File: src/rtl/rx_ring_pkg.sv
package rx_ring_pkg;

   typedef struct packed {
      logic take_prod;
      logic take_cons;
      logic drop_prod;
      logic drop_cons;
   } ring_grant_t;

   // Each strobe is judged against the state before the edge.
   function automatic ring_grant_t ring_resolve(input logic prod,
                                                input logic cons,
                                                input logic is_full,
                                                input logic is_empty);
      ring_grant_t g;
      g.take_prod = prod & ~is_full;
      g.take_cons = cons & ~is_empty;
      g.drop_prod = prod & is_full;
      g.drop_cons = cons & is_empty;
      return g;
   endfunction

endpackage

File: src/rtl/rx_ring_step.sv
module rx_ring_step #(
   parameter int DEPTH = 256,
   parameter int IDX_W = $clog2(DEPTH)
) (
   input  logic [IDX_W-1:0] cur_i,
   output logic [IDX_W-1:0] nxt_o
);
   localparam bit POW2 = (DEPTH == (1 << IDX_W));
   localparam logic [IDX_W-1:0] LAST = IDX_W'(DEPTH - 1);

   generate
      if (POW2) begin : g_natural_wrap
         assign nxt_o = cur_i + IDX_W'(1);
      end else begin : g_compare_wrap
         assign nxt_o = (cur_i == LAST) ? '0 : cur_i + IDX_W'(1);
      end
   endgenerate
endmodule

File: src/rtl/rx_ring_ptr.sv
module rx_ring_ptr #(
   parameter int DEPTH   = 256,
   parameter int IDX_W   = $clog2(DEPTH),
   parameter int RST_VAL = 0
) (
   input  logic             clk,
   input  logic             rst_n,
   input  logic             adv_i,
   output logic [IDX_W-1:0] ptr_o,
   output logic [IDX_W-1:0] ptr_nxt_o
);
   localparam logic [IDX_W-1:0] RST_PTR = IDX_W'(RST_VAL);

   rx_ring_step #(.DEPTH(DEPTH), .IDX_W(IDX_W)) step_i (
      .cur_i (ptr_o),
      .nxt_o (ptr_nxt_o)
   );

   always_ff @(posedge clk or negedge rst_n) begin
      if (!rst_n) begin
         ptr_o <= RST_PTR;
      end else if (adv_i) begin
         ptr_o <= ptr_nxt_o;
      end
   end
endmodule

File: src/rtl/rx_ring_fill.sv
module rx_ring_fill #(
   parameter int DEPTH = 256,
   parameter int IDX_W = $clog2(DEPTH)
) (
   input  logic [IDX_W-1:0] wr_i,
   input  logic [IDX_W-1:0] rd_i,
   input  logic [IDX_W-1:0] rd_nxt_i,
   output logic [IDX_W-1:0] used_o,
   output logic             full_o,
   output logic             empty_o
);
   localparam bit POW2 = (DEPTH == (1 << IDX_W));
   localparam int EXT_W = IDX_W + 1;
   localparam logic [EXT_W-1:0] DEPTH_EXT = EXT_W'(DEPTH);

   // Full needs only a comparator: no adder sits on this path.
   assign full_o  = (wr_i == rd_i);
   // Empty reuses the increment that already advances the consumer pointer.
   assign empty_o = (rd_nxt_i == wr_i);

   generate
      if (POW2) begin : g_used_natural
         assign used_o = wr_i - rd_i - IDX_W'(1);
      end else begin : g_used_folded
         logic [EXT_W-1:0] span;
         logic [EXT_W-1:0] fold;
         assign span   = {1'b0, wr_i} + DEPTH_EXT - {1'b0, rd_i} - EXT_W'(1);
         assign fold   = (span >= DEPTH_EXT) ? span - DEPTH_EXT : span;
         assign used_o = fold[IDX_W-1:0];
      end
   endgenerate
endmodule

File: src/rtl/rx_ring_tracker.sv
module rx_ring_tracker #(
   parameter int DEPTH = 256,
   parameter int IDX_W = $clog2(DEPTH)
) (
   input  logic             clk,
   input  logic             rst_n,
   input  logic             produce_i,
   input  logic             consume_i,
   output logic [IDX_W-1:0] wr_idx_o,
   output logic [IDX_W-1:0] rd_idx_o,
   output logic [IDX_W-1:0] used_o,
   output logic             full_o,
   output logic             empty_o,
   output logic             ovf_err_o,
   output logic             unf_err_o
);
   import rx_ring_pkg::*;

   generate
      if (DEPTH < 2) begin : g_bad_depth
         $error("rx_ring_tracker: DEPTH must be at least 2");
      end
      if (IDX_W < $clog2(DEPTH)) begin : g_bad_width
         $error("rx_ring_tracker: IDX_W too narrow for DEPTH");
      end
   endgenerate

   ring_grant_t      grant;
   logic [IDX_W-1:0] wr_nxt;
   logic [IDX_W-1:0] rd_nxt;

   assign grant = ring_resolve(produce_i, consume_i, full_o, empty_o);

   rx_ring_ptr #(.DEPTH(DEPTH), .IDX_W(IDX_W), .RST_VAL(0)) wr_ptr_i (
      .clk       (clk),
      .rst_n     (rst_n),
      .adv_i     (grant.take_prod),
      .ptr_o     (wr_idx_o),
      .ptr_nxt_o (wr_nxt)
   );

   rx_ring_ptr #(.DEPTH(DEPTH), .IDX_W(IDX_W), .RST_VAL(DEPTH - 1)) rd_ptr_i (
      .clk       (clk),
      .rst_n     (rst_n),
      .adv_i     (grant.take_cons),
      .ptr_o     (rd_idx_o),
      .ptr_nxt_o (rd_nxt)
   );

   rx_ring_fill #(.DEPTH(DEPTH), .IDX_W(IDX_W)) fill_i (
      .wr_i     (wr_idx_o),
      .rd_i     (rd_idx_o),
      .rd_nxt_i (rd_nxt),
      .used_o   (used_o),
      .full_o   (full_o),
      .empty_o  (empty_o)
   );

   always_ff @(posedge clk or negedge rst_n) begin
      if (!rst_n) begin
         ovf_err_o <= 1'b0;
         unf_err_o <= 1'b0;
      end else begin
         ovf_err_o <= grant.drop_prod;
         unf_err_o <= grant.drop_cons;
      end
   end

   logic unused_wr_nxt;
   assign unused_wr_nxt = ^wr_nxt;
endmodule

File: config.mk
export PLATFORM = sky130hd
export DESIGN_NAME = rx_ring_tracker
export DESIGN_NICKNAME = d
export VERILOG_FILES = /design/src/rtl/rx_ring_pkg.sv /design/src/rtl/rx_ring_step.sv /design/src/rtl/rx_ring_ptr.sv /design/src/rtl/rx_ring_fill.sv /design/src/rtl/rx_ring_tracker.sv
export SDC_FILE = /design/constraint.sdc
export NUM_CORES = 1
export LEC_CHECK = 0
export ABC_AREA = 0
export CORE_MARGIN = 2
export CORE_UTILIZATION = 60
export CTS_CLUSTER_DIAMETER = 60
export DETAILED_ROUTE_END_ITERATION = 7
export DONT_BUFFER_PORTS = 1
export GPL_TIMING_DRIVEN = 0
export PLACE_DENSITY = 0.81
export SLEW_MARGIN = 20
export SYNTH_ARGS = -nofsm -noshare
export SYNTH_HDL_FRONTEND = slang
export SYNTH_SLANG_ARGS = --single-unit
File: constraint.sdc
create_clock -name clk -period 2.7 [get_ports clk]
set_clock_uncertainty 0.2 [all_clocks]
set_input_delay 0 -clock clk [delete_from_list [all_inputs] [get_ports clk]]
set_output_delay 0 -clock clk [all_outputs]
set_load 0.02 [all_outputs]
### Word-level counts from Yosys, hierarchy flattened

Index checks and enable logic that the tools add are counted.

| word-level totals | value |
|---|---|
| bits in registers | 18 |
| latch bits | 0 |
| memory bits (writable) | 0 |
| ROM bits | 0 |
| input bits | 4 |
| output and inout bits | 28 |
| word-level logic and storage cells | 16 |
| memories | 0 |

| cells by class | value |
|---|---|
| add/subtract/negate cells | 4 |
| multiply operators | 0 |
| divide/modulo/power cells | 0 |
| order comparisons | 0 |
| equal/unequal tests | 2 |
| shift operators | 0 |
| multiplexer cells | 0 |
| bitwise operators | 6 |
| reduce and logical (&&, ||, !) cells | 0 |

Operator list:

| cell | number |
|---|---|
| adder 8 x 1 -> 8 bit (second input constant) | 2 |
| == test 8 bit | 2 |
| subtractor 8 x 1 -> 8 bit (second input constant) | 1 |
| subtractor 8 bit | 1 |
| bitwise AND 1 bit | 4 |
| NOT 1 bit | 2 |

### Logic depth before layout (Yosys ltp)

Gate-level depths: netlist of run 1.

| depth | value |
|---|---|
| word-level depth | 4 |
| mapped depth | 10 |
| mapped depth without buffers | 10 |

### Cells and area by module

A second synthesis of run 1 with hierarchy kept.

| unflattened totals | value |
|---|---|
| cell total of the unflattened synthesis | 130 |
| area, all modules | 1410.1 sq um |

Modules (own cells, without submodules):

| module | instances | cells each | area each (sq um) |
|---|---|---|---|
| rx_ring_fill | 1 | 58 | 421.7 |
| rx_ring_ptr (rd_ptr_i) | 1 | 17 | 341.6 |
| rx_ring_ptr (wr_ptr_i) | 1 | 17 | 331.6 |
| rx_ring_step | 2 | 16 | 116.4 |
| rx_ring_tracker | 1 | 6 | 82.6 |

### Worst setup path before layout of run 1

No wires, ideal clock.

| timing path | value |
|---|---|
| path kind | register -> register |
| start point | reg rd_ptr_i.ptr_o[0] |
| end point | reg wr_ptr_i.ptr_o[6] |
| data arrival time | 2379 ps |
| data required time | 2366 ps |
| setup slack | -13 ps |
| stages on the path, launching flop included | 10 |
| buffers on the path | 1 |
| clock period less this slack | 2713 ps |
| cell sequence | dfstp_2 inv_1 ha_1 nand4_1 nor3_1 nor2b_1 buf_2 and3_1 nand4_1 xnor2_1 |

| on the way | value |
|---|---|
| longest elaborated chain between the ends | 3 |

RTL lines:

| what | line | RTL |
|---|---|---|
| start, declared | rx_ring_ptr.sv:9 | `output logic [IDX_W-1:0] ptr_o,` |
| start signal, assigned | rx_ring_ptr.sv:23 | `ptr_o <= ptr_nxt_o;` |
| == test 8 bit | rx_ring_fill.sv:17 | `assign full_o = (wr_i == rd_i);` |
| named net full_o | rx_ring_tracker.sv:12 | `output logic full_o,` |
| NOT 1 bit | rx_ring_pkg.sv:16 | `g.take_prod = prod & ~is_full;` |
| bitwise AND 1 bit | rx_ring_pkg.sv:16 |  |
| end signal, assigned | rx_ring_ptr.sv:23 |  |
| end, declared | rx_ring_ptr.sv:9 |  |

The timed path passes the listed nets, and every way through them passes these cells.
A chain may end at the register's enable or synchronous reset.

### Final worst setup path of run 1

| timing path | value |
|---|---|
| start point | reg rd_ptr_i.ptr_o[1] |
| end point | out used_o[7] |

| on the way | value |
|---|---|
| longest elaborated chain between the ends | 2 |

RTL lines:

| what | line | RTL |
|---|---|---|
| subtractor 8 bit | rx_ring_fill.sv:23 | `assign used_o = wr_i - rd_i - IDX_W'(1);` |
| subtractor 8 x 1 -> 8 bit | rx_ring_fill.sv:23 |  |
| end, declared | rx_ring_tracker.sv:11 | `output logic [IDX_W-1:0] used_o,` |

Every way passes these cells.

==> results.json, run 1 <==
{
  "nets": 170,
  "die_width_um": 51.5,
  "required_ns": 2.50,
  "synth_flop_cell": "dfrtp_1",
  "cts-htree-levels": 1,
  "fin_hold_ws_ns": 0.0302,
  "avgSynthCellArea_um2": 9.52,
  "drtPass1Iterations": 4,
  "hold_viol_final": 0,
  "num_antenna_cells": 0,
  "drive_gt1_share_pct": 31.6,
  "cts.clk_slew.worst_paths_ns": 0.11,
  "ys_ff_latch": 18,
  "wire_per_inst_um": 17.8,
  "cts_buffers": 3,
  "dpl_cell_area_mm2": 0.00139,
  "final_antenna_net_count": 0,
  "timing.final.ws_setup_ns": -0.00616,
  "dieArea_mm2": 0.00265,
  "vias": 1163,
  "viasPerCell": 6.36,
  "drc": 0,
  "crit_chain": "inv_2 -> ha_4 -> a21o_1 -> a21oi_2 -> nand2b_4 -> a21oi_2 -> o41a_1 -> xnor2_2",
  "yosys_warnings": 0,
  "path_class": "reg2out",
  "yosysUniqueCellTypes": 41,
  "syn_nets": 156,
  "syn_inst": 142,
  "clockBufferDepth": 2,
  "antenna_found_initial": 0,
  "grt_max_degree": 19,
  "die_h_um": 51.5,
  "synth-edff-count": 0,
  "fin_area_mm2": 0.00163,
  "place_inst": 170,
  "end_kind": "output port",
  "drt_iter0_drc": 18,
  "wl_um": 3260,
  "grt_pass1_wl_um": 5240,
  "instances_no_fill": 183,
  "slew_headroom_pct": 44.5,
  "critPathLaunchType": "flip-flop",
  "cpMaxStageDelayCell": "dfstp_2",
  "synthArstFlopShare_pct": 100,
  "clock_sinks": 18,
  "port_buffers": 0,
  "seq_area_frac_synth_pct": 34.0,
  "violations": "setup timing",
  "track_usage_pct": 27.0,
  "cts_root_buffer": "clkbuf_4",
  "rsz0062_at_grt": "true",
  "clk_latency_ns": 0.30,
  "min_path_type": "in2async",
  "cp.arrival_ns": 2.51,
  "cpPeakStageDelay_ns": 0.70,
  "cts_tree": "built",
  "grt_pass1_vias": 1140,
  "gr-total-overflow": 0,
  "status": "complete, but fails checks",
  "dpl.hpwl_um": 2190,
  "setup_viol": 1,
  "cap_violations": 0,
  "cp_common_cell": "a21oi_2",
  "max_clock_freq_mhz": 370,
  "slew_viol_final": 0,
  "worst_slew_pin_slew_ns": 0.829,
  "start_util_pct": 62.3,
  "r2r_setup_slack_ns": 0.08,
  "io_pins": 32,
  "cp_max_fo": 7,
  "post-route-period-util_pct": 100,
  "syn-cell-area_mm2": 0.00135,
  "std_cell_rows": 17,
  "gp_congestion": 0.878,
  "syn2layout_area_growth_pct": 20.5,
  "core_mm2": 0.00217,
  "final.min_clock_period_ns": 2.71
}
==> cells in the final DEF (no fill, tap or decap), drive strengths merged, types with 4 or more instances in the layout <==
cell type / Yosys / routed
nor3: 4 / 4
xnor2: 21 / 21
nand2: 8 / 8
a21oi: 4 / 4
dfstp: 8 / 8
xor2: 5 / 5
clkbuf: 2 / 5
inv: 14 / 14
nand4: 6 / 6
ha: 9 / 9
o211ai: 4 / 4
dfrtp: 10 / 10
o21ai: 5 / 5
and3: 4 / 4
buf: 2 / 9
nor2: 10 / 10
nor4: 4 / 4
==> final timing paths <==
| path | end | depth (start not counted) | start |
|---|---|---|---|
| max in group asynchronous | wr_ptr_i.ptr_o[1]$_DFFE_PN0P_ | 1 | rst_n |
| min in group clk | ovf_err_o$_DFF_PN0_ | 2 | produce_i |
| worst min register to register | rd_ptr_i.ptr_o[7]$_DFFE_PN1P_ | 1 | rd_ptr_i.ptr_o[7]$_DFFE_PN1P_ |
| worst max register to register | rd_ptr_i.ptr_o[1]$_DFFE_PN1P_ | 7 | rd_ptr_i.ptr_o[1]$_DFFE_PN1P_ |
| worst min-delay path | wr_ptr_i.ptr_o[4]$_DFFE_PN0P_ | 1 | rst_n |
| worst max-delay path | used_o[7] | 8 | rd_ptr_i.ptr_o[1]$_DFFE_PN1P_ |
==> cells by family after synthesis <==
kind of cell / after synthesis / synth area share [%]
AOI/OAI and AO/OA: 22 / 11.3
xor gates and xnor gates: 26 / 17.4
adders and majority gates: 10 / 9.81
buffers and inverters: 18 / 6.47
DFF: 18 / 34.0
muxes: 1 / 1.11
and+or+nand+nor: 47 / 19.9
==> state kept, by name, summed over array words and instances (netlist names) <==
signal and count:
wr_ptr_i.ptr_o 8, ovf_err_o 1, unf_err_o 1, rd_ptr_i.ptr_o 8
==> layout make-up <==
| type | instances | area, um^2 |
|---|---|---|
| multi-input combinational | 106 | 927 |
| inverter | 14 | 52.6 |
| tap | 28 | 35.0 |
| fill | 147 | 539 |
| buffer | 4 | 41.3 |
| sequential | 18 | 463 |
| clock buffer | 4 | 36.3 |
| timing repair buffer | 9 | 75.1 |
==> synthesized netlist by cell type, types with 4 or more instances <==
library cell	count	area, um^2
xnor2_1	21	184
inv_1	14	52.6
dfrtp_1	10	250
nor2_1	10	37.5
ha_1	9	113
dfstp_2	8	210
nand2_1	8	30.0
nand4_1	6	37.5
a21oi_1	4	20.0
and3_1	4	25.0
o211ai_1	4	30.0
o21ai_0	4	20.0
xor2_1	4	35.0
==> critical path, delay by kind of cell, from the launching register on <==
| family | cells | cell delay, ns |
|---|---|---|
| simple gates | 1 | 0.14 |
| fa+ha+maj | 1 | 0.22 |
| flops | 1 | 0.70 |
| compound gates | 4 | 0.77 |
| buf+inv | 1 | 0.08 |
| xor+xnor | 1 | 0.29 |
==> routing by layer <==
layer	global-route usage (%)	vias up	routed length (um)
met1	33.5	572	1360
met4	12.3	0	78
met5	0	-	0
li1	-	522	-
met3	4.09	11	164
met2	45.9	58	1650
==> metrics by stage <==
step	setup TNS (ns)	utilization (%)	setup slack [ns]
6_report	-0.00616	75.1	-0.00616
5_1_grt	-0.0913	75.1	-0.0829
4_1_cts	-0.0441	69.7	-0.0441
3_5_place_dp	-0.0491	64.2	-0.0262
3_3_place_gp	0	64.2	0.0131
2_1_floorplan	0	-	0.198
==> timing repair <==
item                       in CTS  in global routing
hold buffers                    3                  0
pin swaps                       3                  8
setup endpoints to repair       5                 12
buffers inserted                1                  5
hold endpoints to repair       33                  0
resized for setup               9                 17
Power of run 1 is left out: the tool's default activity adds up to more than one toggle a clock period on the data nets, which glitch-free logic cannot reach.
==> inputs of run 2 (changes only) <==
--- a/config.mk
+++ b/config.mk
@@ -8,12 +8,11 @@
 export ABC_AREA = 0
 export CORE_MARGIN = 2
 export CORE_UTILIZATION = 60
-export CTS_CLUSTER_DIAMETER = 60
 export DETAILED_ROUTE_END_ITERATION = 7
 export DONT_BUFFER_PORTS = 1
 export GPL_TIMING_DRIVEN = 0
-export PLACE_DENSITY = 0.81
-export SLEW_MARGIN = 20
+export PLACE_DENSITY_LB_ADDON = 0.15
+export SLEW_MARGIN = 5
 export SYNTH_ARGS = -nofsm -noshare
 export SYNTH_HDL_FRONTEND = slang
 export SYNTH_SLANG_ARGS = --single-unit
==> results.json, run 2 (synthesized netlist as in run 1, its figures left out) <==
{
  "die_width_um": 51.5,
  "drt_iter0_drc": 16,
  "vias": 1119,
  "gr-total-overflow": 0,
  "top_regs": "rd_ptr_i.ptr_o: 8 flops, wr_ptr_i.ptr_o: 8 flops",
  "gp_congestion": 0.918,
  "hold_viol_final": 0,
  "die_h_um": 51.5,
  "required_ns": 2.50,
  "reg2reg_from": "rd_ptr_i.ptr_o[1]$_DFFE_PN1P_",
  "drc": 0,
  "cp_max_fo": 7,
  "path_class": "reg2out",
  "final_common_cell": "xnor2_1",
  "clockBufferDepth": 2,
  "slew_viol_final": 0,
  "critPathLaunchType": "flip-flop",
  "end_kind": "output port",
  "cts-htree-levels": 1,
  "cts_buffers": 3,
  "std_cell_rows": 17,
  "viasPerCell": 6.18,
  "nets": 168,
  "core_mm2": 0.00217,
  "grt_pass1_vias": 1079,
  "drive_gt1_share_pct": 30.1,
  "num_antenna_cells": 0,
  "max_clock_freq_mhz": 366,
  "r2r_setup_slack_ns": 0.11,
  "cts_tree": "built",
  "start_util_pct": 62.3,
  "final_antenna_net_count": 0,
  "grt_max_degree": 19,
  "fillCellCount": 165,
  "clk_latency_ns": 0.30,
  "syn2layout_area_growth_pct": 19.6,
  "cp.arrival_ns": 2.53,
  "cts_root_buffer": "clkbuf_4",
  "wire_per_inst_um": 18.1,
  "min_path_type": "in2async",
  "timing.final.ws_setup_ns": -0.0340,
  "antenna_found_initial": 0,
  "io_pins": 32,
  "worstRegToRegCells": 7,
  "wl_um": 3270,
  "regToRegEndpoint": "rd_ptr_i.ptr_o[1]$_DFFE_PN1P_",
  "port_buffers": 0,
  "violations": "setup timing",
  "status": "complete, but fails checks",
  "most-common-layout-cells": "18 x xnor2_1, 12 x inv_1, 9 x nor2_1",
  "worst_slew_pin_slew_ns": 0.841,
  "track_usage_pct": 26.7,
  "grt_pass1_wl_um": 5140,
  "post-route-period-util_pct": 101,
  "clock_sinks": 18,
  "final.min_clock_period_ns": 2.73,
  "dpl.hpwl_um": 2310,
  "slew_headroom_pct": 43.7,
  "setup_viol": 1,
  "cts.clk_slew.worst_paths_ns": 0.12,
  "rsz0062_at_grt": "true",
  "drtPass1Iterations": 5,
  "dieArea_mm2": 0.00265,
  "cap_violations": 0,
  "fin_util_pct": 74.6
}
==> run 2: metrics by stage <==
stage / instances / TNS (ns) / cell area, um^2 / hold slack [ns] / worst slack (ns)
after floorplan: 142 / 0 / 1360 / -0.496 / 0.198
after global placement: 170 / 0 / 1390 / -0.495 / 0.0156
after detailed placement: 170 / -0.139 / 1390 / -0.495 / -0.0807
after CTS: 178 / -0.0259 / 1520 / 0.0611 / -0.0259
after global routing: 181 / -0.134 / 1620 / 0.0848 / -0.0928
final: 181 / -0.0340 / 1620 / 0.0315 / -0.0340
==> run 2: worst max-delay path, cell delays in order, from the launching register on <==
cell and delay [ns]:
dfstp_2 0.69, inv_2 0.08, ha_4 0.23, a21o_1 0.18, a21oi_2 0.20, nand2b_4 0.16, a21oi_2 0.06, o41a_1 0.36
xnor2_2 0.29
==> run 2: repair_timing <==
action | in CTS | in global routing
hold endpoints to repair | 33 | 0
hold buffers | 3 | 0
gates resized for setup | 10 | 17
pin swaps | 4 | 8
setup buffers | 1 | 4
setup endpoints to repair | 6 | 11
==> run 2: layer usage <==
metal | part of all wire [%] | GRT usage, % | routed length, um
met2 | 51 | 44.7 | 1660
met5 | 0 | 0 | 0
met3 | 4.9 | 5.26 | 160
met1 | 41 | 34.0 | 1350
met4 | 3.1 | 9.65 | 100
==> run 2: worst max-delay path by stage <==
stage                             startpoint                       endpoint  cells after the start
4_1_cts        rd_ptr_i.ptr_o[1]$_DFFE_PN1P_                      used_o[7]                      8
5_1_grt        rd_ptr_i.ptr_o[1]$_DFFE_PN1P_                      used_o[7]                      8
3_3_place_gp   rd_ptr_i.ptr_o[0]$_DFFE_PN1P_  wr_ptr_i.ptr_o[6]$_DFFE_PN0P_                      9
2_1_floorplan  rd_ptr_i.ptr_o[0]$_DFFE_PN1P_  wr_ptr_i.ptr_o[6]$_DFFE_PN0P_                      9
6_report       rd_ptr_i.ptr_o[1]$_DFFE_PN1P_                      used_o[7]                      8
3_5_place_dp   rd_ptr_i.ptr_o[0]$_DFFE_PN1P_  wr_ptr_i.ptr_o[6]$_DFFE_PN0P_                      9
==> run 2: final cells by class <==
class / instances / area, um^2 / area share (%)
Timing Repair Buffer: 8 / 67.6 / 4.18
Inverter: 14 / 52.6 / 3.25
Multi-Input combinational cell: 106 / 927 / 57.3
Sequential cell: 18 / 463 / 28.6
Clock buffer: 4 / 36.3 / 2.24
Buffer: 3 / 36.3 / 2.24
Tap cell: 28 / 35.0 / 2.17
Power of run 2 is left out for the same reason.
